<file path="src/rtl/uart_irq_pkg.sv">
package uart_irq_pkg;
  localparam logic [3:0] ID_NONE = 4'h1;
  localparam logic [3:0] ID_LINE = 4'h6;
  localparam logic [3:0] ID_TMO  = 4'hC;
  localparam logic [3:0] ID_RXD  = 4'h4;
  localparam logic [3:0] ID_THR  = 4'h2;
  localparam logic [3:0] ID_MDM  = 4'h0;

  localparam logic [2:0] A_THR = 3'd0;
  localparam logic [2:0] A_IER = 3'd1;
  localparam logic [2:0] A_IIR = 3'd2;
  localparam logic [2:0] A_LSR = 3'd5;

  typedef struct packed {
    logic temt;
    logic thre;
    logic bi;
    logic fe;
    logic pe;
    logic oe;
    logic dr;
  } line_stat_t;
endpackage

</file>
<file path="src/rtl/uart_irq_state.sv">
module uart_irq_state (
  input  logic       clk,
  input  logic       rst,
  input  logic       ier_wr,
  input  logic [3:0] ier_wdata,
  input  logic       thr_wr,
  input  logic       iir_rd,
  input  logic       iir_is_thr,
  input  logic       lsr_rd,
  input  logic       drain_ev,
  input  logic       idle_ev,
  input  logic       ovr_ev,
  input  logic       brk_ev,
  output logic [3:0] ier_q,
  output logic       thre_q,
  output logic       temt_q,
  output logic       oe_q,
  output logic       bi_q,
  output logic       pend_q
);
  logic thri_flip;
  assign thri_flip = ier_wr && (ier_wdata[1] != ier_q[1]);

  always_ff @(posedge clk) begin
    if (rst) begin
      ier_q  <= 4'h0;
      thre_q <= 1'b1;
      temt_q <= 1'b1;
      pend_q <= 1'b0;
    end else begin
      if (ier_wr) ier_q <= ier_wdata;
      if (drain_ev) begin
        thre_q <= 1'b1;
        pend_q <= 1'b1;
      end
      if (idle_ev) temt_q <= 1'b1;
      if (iir_rd && iir_is_thr) pend_q <= 1'b0;
      if (thri_flip) pend_q <= ier_wdata[1] & thre_q;
      if (thr_wr) begin
        thre_q <= 1'b0;
        temt_q <= 1'b0;
        pend_q <= 1'b0;
      end
    end
  end

  always_ff @(posedge clk) begin
    if (rst) begin
      oe_q <= 1'b0;
      bi_q <= 1'b0;
    end else begin
      if (lsr_rd) begin
        oe_q <= 1'b0;
        bi_q <= 1'b0;
      end
      if (ovr_ev) oe_q <= 1'b1;
      if (brk_ev) bi_q <= 1'b1;
    end
  end

  AST_THR_WRITE_CLEARS: assert property (@(posedge clk) disable iff (rst)
    thr_wr |=> (!thre_q && !temt_q && !pend_q));
  AST_LSR_READ_CLEARS: assert property (@(posedge clk) disable iff (rst)
    (lsr_rd && !ovr_ev && !brk_ev) |=> (!oe_q && !bi_q));
  AST_IER_STORES_LOW: assert property (@(posedge clk) disable iff (rst)
    ier_wr |=> (ier_q == $past(ier_wdata)));
endmodule

</file>
<file path="src/rtl/uart_irq_prio.sv">
module uart_irq_prio #(
  parameter int CW = 5
) (
  input  logic          clk,
  input  logic          rst,
  input  logic [3:0]    ier,
  input  logic [3:0]    err_bits,
  input  logic          dr,
  input  logic          fifo_en,
  input  logic [CW-1:0] count,
  input  logic [CW-1:0] trig,
  input  logic          tmo,
  input  logic          thr_pend,
  input  logic [3:0]    mdm_delta,
  output logic [3:0]    code
);
  import uart_irq_pkg::*;

  logic line_hit, tmo_hit, rxd_hit, thr_hit, mdm_hit, level_ok;

  assign level_ok = !fifo_en || (count >= trig);
  assign line_hit = ier[2] && (|err_bits);
  assign tmo_hit  = ier[0] && tmo;
  assign rxd_hit  = ier[0] && dr && level_ok;
  assign thr_hit  = ier[1] && thr_pend;
  assign mdm_hit  = ier[3] && (|mdm_delta);

  always_comb begin
    if (line_hit)     code = ID_LINE;
    else if (tmo_hit) code = ID_TMO;
    else if (rxd_hit) code = ID_RXD;
    else if (thr_hit) code = ID_THR;
    else if (mdm_hit) code = ID_MDM;
    else              code = ID_NONE;
  end

  AST_TMO_NEEDS_RXEN: assert property (@(posedge clk) disable iff (rst)
    (code == ID_TMO) |-> (ier[0] && tmo));
  AST_LINE_FIRST: assert property (@(posedge clk) disable iff (rst)
    (ier[2] && (|err_bits)) |-> (code == ID_LINE));
endmodule

</file>
<file path="src/rtl/uart_irq_rdport.sv">
module uart_irq_rdport (
  input  logic       clk,
  input  logic       rst,
  input  logic       rd_en,
  input  logic [2:0] addr,
  input  logic [3:0] ier,
  input  logic [7:0] iir,
  input  logic [7:0] lsr,
  output logic [7:0] rd_data
);
  import uart_irq_pkg::*;

  logic [7:0] sel;
  always_comb begin
    case (addr)
      A_IER:   sel = {4'h0, ier};
      A_IIR:   sel = iir;
      A_LSR:   sel = lsr;
      default: sel = 8'h00;
    endcase
  end

  always_ff @(posedge clk) begin
    if (rst) rd_data <= 8'h00;
    else if (rd_en) rd_data <= sel;
  end
endmodule

</file>
<file path="src/rtl/uart_irq_arb.sv">
module uart_irq_arb #(
  parameter int FIFO_DEPTH = 16,
  parameter int CW = $clog2(FIFO_DEPTH + 1)
) (
  input  logic          clk,
  input  logic          rst,
  input  logic          acc_en,
  input  logic          acc_we,
  input  logic [2:0]    acc_addr,
  input  logic [7:0]    acc_wdata,
  output logic [7:0]    rd_data,
  input  logic          fifo_en,
  input  logic [CW-1:0] rx_count,
  input  logic [CW-1:0] rx_trig,
  input  logic          rx_ready,
  input  logic          rx_timeout,
  input  logic          parity_err,
  input  logic          frame_err,
  input  logic          overrun_ev,
  input  logic          break_ev,
  input  logic          thr_drained,
  input  logic          tx_idle,
  input  logic [3:0]    msr_delta,
  output logic          irq
);
  import uart_irq_pkg::*;

  logic       wr_any, rd_any;
  logic       ier_wr, thr_wr, iir_rd, lsr_rd;
  logic [3:0] ier_q;
  logic       thre_q, temt_q, oe_q, bi_q, pend_q;
  logic [3:0] code;
  logic [7:0] iir_byte, lsr_byte;
  line_stat_t lstat;

  assign wr_any = acc_en && acc_we;
  assign rd_any = acc_en && !acc_we;
  assign ier_wr = wr_any && (acc_addr == A_IER);
  assign thr_wr = wr_any && (acc_addr == A_THR);
  assign iir_rd = rd_any && (acc_addr == A_IIR);
  assign lsr_rd = rd_any && (acc_addr == A_LSR);

  uart_irq_state u_state (
    .clk(clk), .rst(rst),
    .ier_wr(ier_wr), .ier_wdata(acc_wdata[3:0]),
    .thr_wr(thr_wr), .iir_rd(iir_rd), .iir_is_thr(code == ID_THR),
    .lsr_rd(lsr_rd), .drain_ev(thr_drained), .idle_ev(tx_idle),
    .ovr_ev(overrun_ev), .brk_ev(break_ev),
    .ier_q(ier_q), .thre_q(thre_q), .temt_q(temt_q),
    .oe_q(oe_q), .bi_q(bi_q), .pend_q(pend_q)
  );

  assign lstat = '{temt: temt_q, thre: thre_q, bi: bi_q, fe: frame_err,
                   pe: parity_err, oe: oe_q, dr: rx_ready};
  assign lsr_byte = {1'b0, lstat};

  uart_irq_prio #(.CW(CW)) u_prio (
    .clk(clk), .rst(rst),
    .ier(ier_q), .err_bits({lstat.bi, lstat.fe, lstat.pe, lstat.oe}),
    .dr(rx_ready), .fifo_en(fifo_en), .count(rx_count), .trig(rx_trig),
    .tmo(rx_timeout), .thr_pend(pend_q), .mdm_delta(msr_delta),
    .code(code)
  );

  assign iir_byte = {{2{fifo_en}}, 2'b00, code};

  uart_irq_rdport u_rd (
    .clk(clk), .rst(rst), .rd_en(rd_any), .addr(acc_addr),
    .ier(ier_q), .iir(iir_byte), .lsr(lsr_byte), .rd_data(rd_data)
  );

  always_ff @(posedge clk) begin
    if (rst) irq <= 1'b0;
    else     irq <= (code != ID_NONE);
  end

  AST_IRQ_LAG: assert property (@(posedge clk) disable iff (rst)
    1'b1 |=> (irq == !$past(code[0])));
endmodule

</file>
<file path="config.mk">
export PLATFORM = sky130hd
export DESIGN_NAME = uart_irq_arb
export DESIGN_NICKNAME = d
export VERILOG_FILES = /design/src/rtl/uart_irq_pkg.sv /design/src/rtl/uart_irq_state.sv /design/src/rtl/uart_irq_prio.sv /design/src/rtl/uart_irq_rdport.sv /design/src/rtl/uart_irq_arb.sv
export SDC_FILE = /design/constraint.sdc
export NUM_CORES = 1
export LEC_CHECK = 0
export ABC_AREA = 1
export CAP_MARGIN = 15
export CORE_UTILIZATION = 37
export CTS_CLUSTER_SIZE = 30
export DETAILED_ROUTE_END_ITERATION = 7
export HOLD_SLACK_MARGIN = 0.02
export MAX_ROUTING_LAYER = met4
export PLACE_DENSITY = 0.75
export REMOVE_ABC_BUFFERS = 1
export SYNTH_ARGS = -nofsm -noshare
export SYNTH_HDL_FRONTEND = slang
export SYNTH_SLANG_ARGS = --single-unit
</file>
<file path="constraint.sdc">
create_clock -name clk -period 1.3 [get_ports clk]
set_input_delay 0.195 -clock clk [delete_from_list [all_inputs] [get_ports clk]]
set_output_delay 0.195 -clock clk [all_outputs]
set_load 0.02 [all_outputs]
</file>
==> metrics.txt, run 1 <==
outcome=completed; nature of the critical path endpoint=flip-flop; DIE AREA=0.00305 sq mm; Port-buffer cells=42; DP HPWL=2.30 mm; synth unique cells=23; GP Congestion=0.857; fin crit share=96.4%; DRT Pass-1 Iters=4; layout cells sized above 1=24.7%; CTS root buffer=clkbuf_4; CP Launch Type=primary input; Worst Path Arrival=1.49 ns; Final Slew Violations=0; initial antenna violation count=0; WHS=0.345 ns; Layout fillers=238; final setup margin=0.0471 ns; worst slack, placed=-0.657 ns; Synth Warn #=0; Synth Register Bits=18; CTS tree=done; Worst Hold Class=in -> reg; largest net degree at the start of global routing=10; Rows=18; clk slew on worst S/H paths=0.10 ns; TritonCTS Buffers=3; Max Clock Freq=798 MHz; Starting DRT DRC Count=21; Area growth, synth to finish=59.6%; Pleak=0.840 nW; Crit Path Max Fanout=4; # hold bufs at CTS=0; first-pass GRT wire length=4.82 mm; drc violations=0; Avg Inst Size Synth=6.76 sq um; Die X-Extent=55.2 um; Post-Syn Area=0.00105 sq mm; Final Non-Filler Cells=245; # placed instances=239; I/O pins=47; Max stage delay on crit path=0.42 ns; Via-to-Cell Ratio=4.90; Skew-Pair Late Insertion Delay=0.30 ns; deepest clock path buffer count=2; Sink Count=18; WS Path Type=in -> reg; WL final=2.83 mm; Final Hold Vio Count=0; post-synthesis sequential area ratio=34.4%; most common cell after layout, fill and taps aside=nand2_1; relative slew slack=81.4%; Top Family by Delay on Critical Path=compound AO/OA/AOI/OAI gates; most frequent cells in the layout=40 x nand2_1, 21 x clkdlybuf4s50_1, 19 x inv_1; Post-Synthesis Cells=155; Antenna diodes=0; final setup violation count=0; Worst Path Required=1.54 ns; maximum VDD drop=602 uV; CP max-delay cell=clkdlybuf4s50_1; H-tree depth=1; core area=0.00257 sq mm; DR WL/cell=11.6 um; cell repeated most along the worst path=nand2_1; global route overflow=0; Die Y-Extent=55.2 um; multi-input logic area=637 sq um; FF+latch area=362 sq um; post-route minimum period=1.25 ns; DRT antenna net count=0; Power per Cell Area=687 mW/mm^2; Max Clock Skew=0.00586 ns; CP Cell Sequence=clkdlybuf4s50_1, nor2_1, nand2_1, o21ai_4, nand4_2, o21bai_1, nand2_1, a21oi_2; Vias=1,200; vias in the first global route=1,154; max-cap viol count=0; unrepaired setup endpoints after global routing=yes; GRT Total Usage=20.4%; effective utilization at floorplan=40.8%; Layout Nets=260; slew at the pin closest to its max-slew limit=0.279 ns; WP buf/inv=1
-- synthesized netlist by cell type --
cell	count	share of area [%]
inv_1	25	9.0
nand4_2	1	1.2
nand3_2	1	0.96
a21oi_1	12	5.7
o21bai_1	1	0.72
inv_4	1	0.60
o21ai_4	1	1.6
a22oi_1	5	3.6
o21ai_0	7	3.3
nand2_1	43	15
nor2_4	2	2.2
nor2_1	18	6.5
nand4_1	2	1.2
a22o_1	1	0.84
ha_1	5	6.0
o21ai_1	1	0.48
nand3_1	3	1.4
a21oi_2	2	1.7
dfxtp_1	18	34
a21boi_1	1	0.72
nor2_2	3	1.8
inv_2	1	0.36
buf_2	1	0.48
-- registers in the layout, summed over array words and instances, names as in the netlist --
register	flops
u_state.pend_q	1
u_state.oe_q	1
u_rd.rd_data	8
u_state.bi_q	1
u_state.temt_q	1
irq	1
u_state.thre_q	1
u_state.ier_q	4
-- final cells by class --
type                       instances  share of cell area [%]
multi-input combinational        109                    38.1
timing repair buffer              58                    30.5
sequential                        18                    21.6
inverter                          27                    6.21
tap                               30                    2.25
clock buffer                       3                    1.35
-- logic make-up after synthesis --
kind of cell               after synthesis  synth area share [%]
and+or+nand+nor                         73                  30.6
AOI/OAI and AO/OA                       31                  18.6
buffers and inverters                   28                  10.4
DFF                                     18                  34.4
adders and majority gates                5                  5.97
-- worst paths after layout --
path,start,end,slack (ns),cells past startpoint
setup reg to reg,u_state.bi_q,u_rd.rd_data[0],0.06,7
hold / removal,fifo_en,u_rd.rd_data[7],0.34,4
setup / recovery,parity_err,u_rd.rd_data[0],0.05,8
hold reg to reg,u_rd.rd_data[3],u_rd.rd_data[3],0.46,2
-- metal layers --
metal / track usage, % / up-vias / routed length (um) / part of all wire [%]
met1: 22.6 / 547 / 1180 / 42
met3: 4.68 / 5 / 119 / 4.2
li1: - / 616 / - / -
met4: 6.07 / 0 / 36 / 1.3
met5: - / - / 0 / 0
met2: 36.3 / 32 / 1500 / 53
-- what timing repair did --
item / 4_1_cts / 5_1_grt
pin swaps: 22 / 14
endpoints found under the setup margin: 14 / 6
buffers inserted: 2 / 1
resized for setup: 44 / 8
-- where the power goes --
part           internal (W)  switching [W]
Combinational      0.000158       0.000134
Sequential         0.000569      0.0000121
Clock              0.000108       0.000167
-- through the flow --
step / total power [W] / util (%) / setup TNS (ns) / cell area (sq um)
4_1_cts: 0.00116 / 64.1 / 0 / 1650
5_1_grt: 0.00122 / 65.1 / -0.0545 / 1670
3_3_place_gp: 0.000862 / 62.2 / -4.19 / 1600
6_report: 0.00115 / 65.1 / 0 / 1670
3_5_place_dp: 0.000872 / 62.2 / -5.06 / 1600
2_1_floorplan: 0.000701 / - / -0.0368 / 1040
-- worst min-delay path, stage by stage --
cell	delay (ns)
dlymetal6s2s_1	0.13
buf_4	0.13
nand2_1	0.08
a21oi_1	0.07
Power figures use the tool's default switching activity.
==> run 2, diff against run 1 <==
--- a/config.mk
+++ b/config.mk
@@ -8,6 +8,7 @@
 export ABC_AREA = 1
 export CAP_MARGIN = 15
 export CORE_UTILIZATION = 37
+export CTS_CLUSTER_DIAMETER = 100
 export CTS_CLUSTER_SIZE = 30
 export DETAILED_ROUTE_END_ITERATION = 7
 export HOLD_SLACK_MARGIN = 0.02
==> results of run 2 <==
Same layout as run 1: the final DEF is identical, and so are final timing and power.
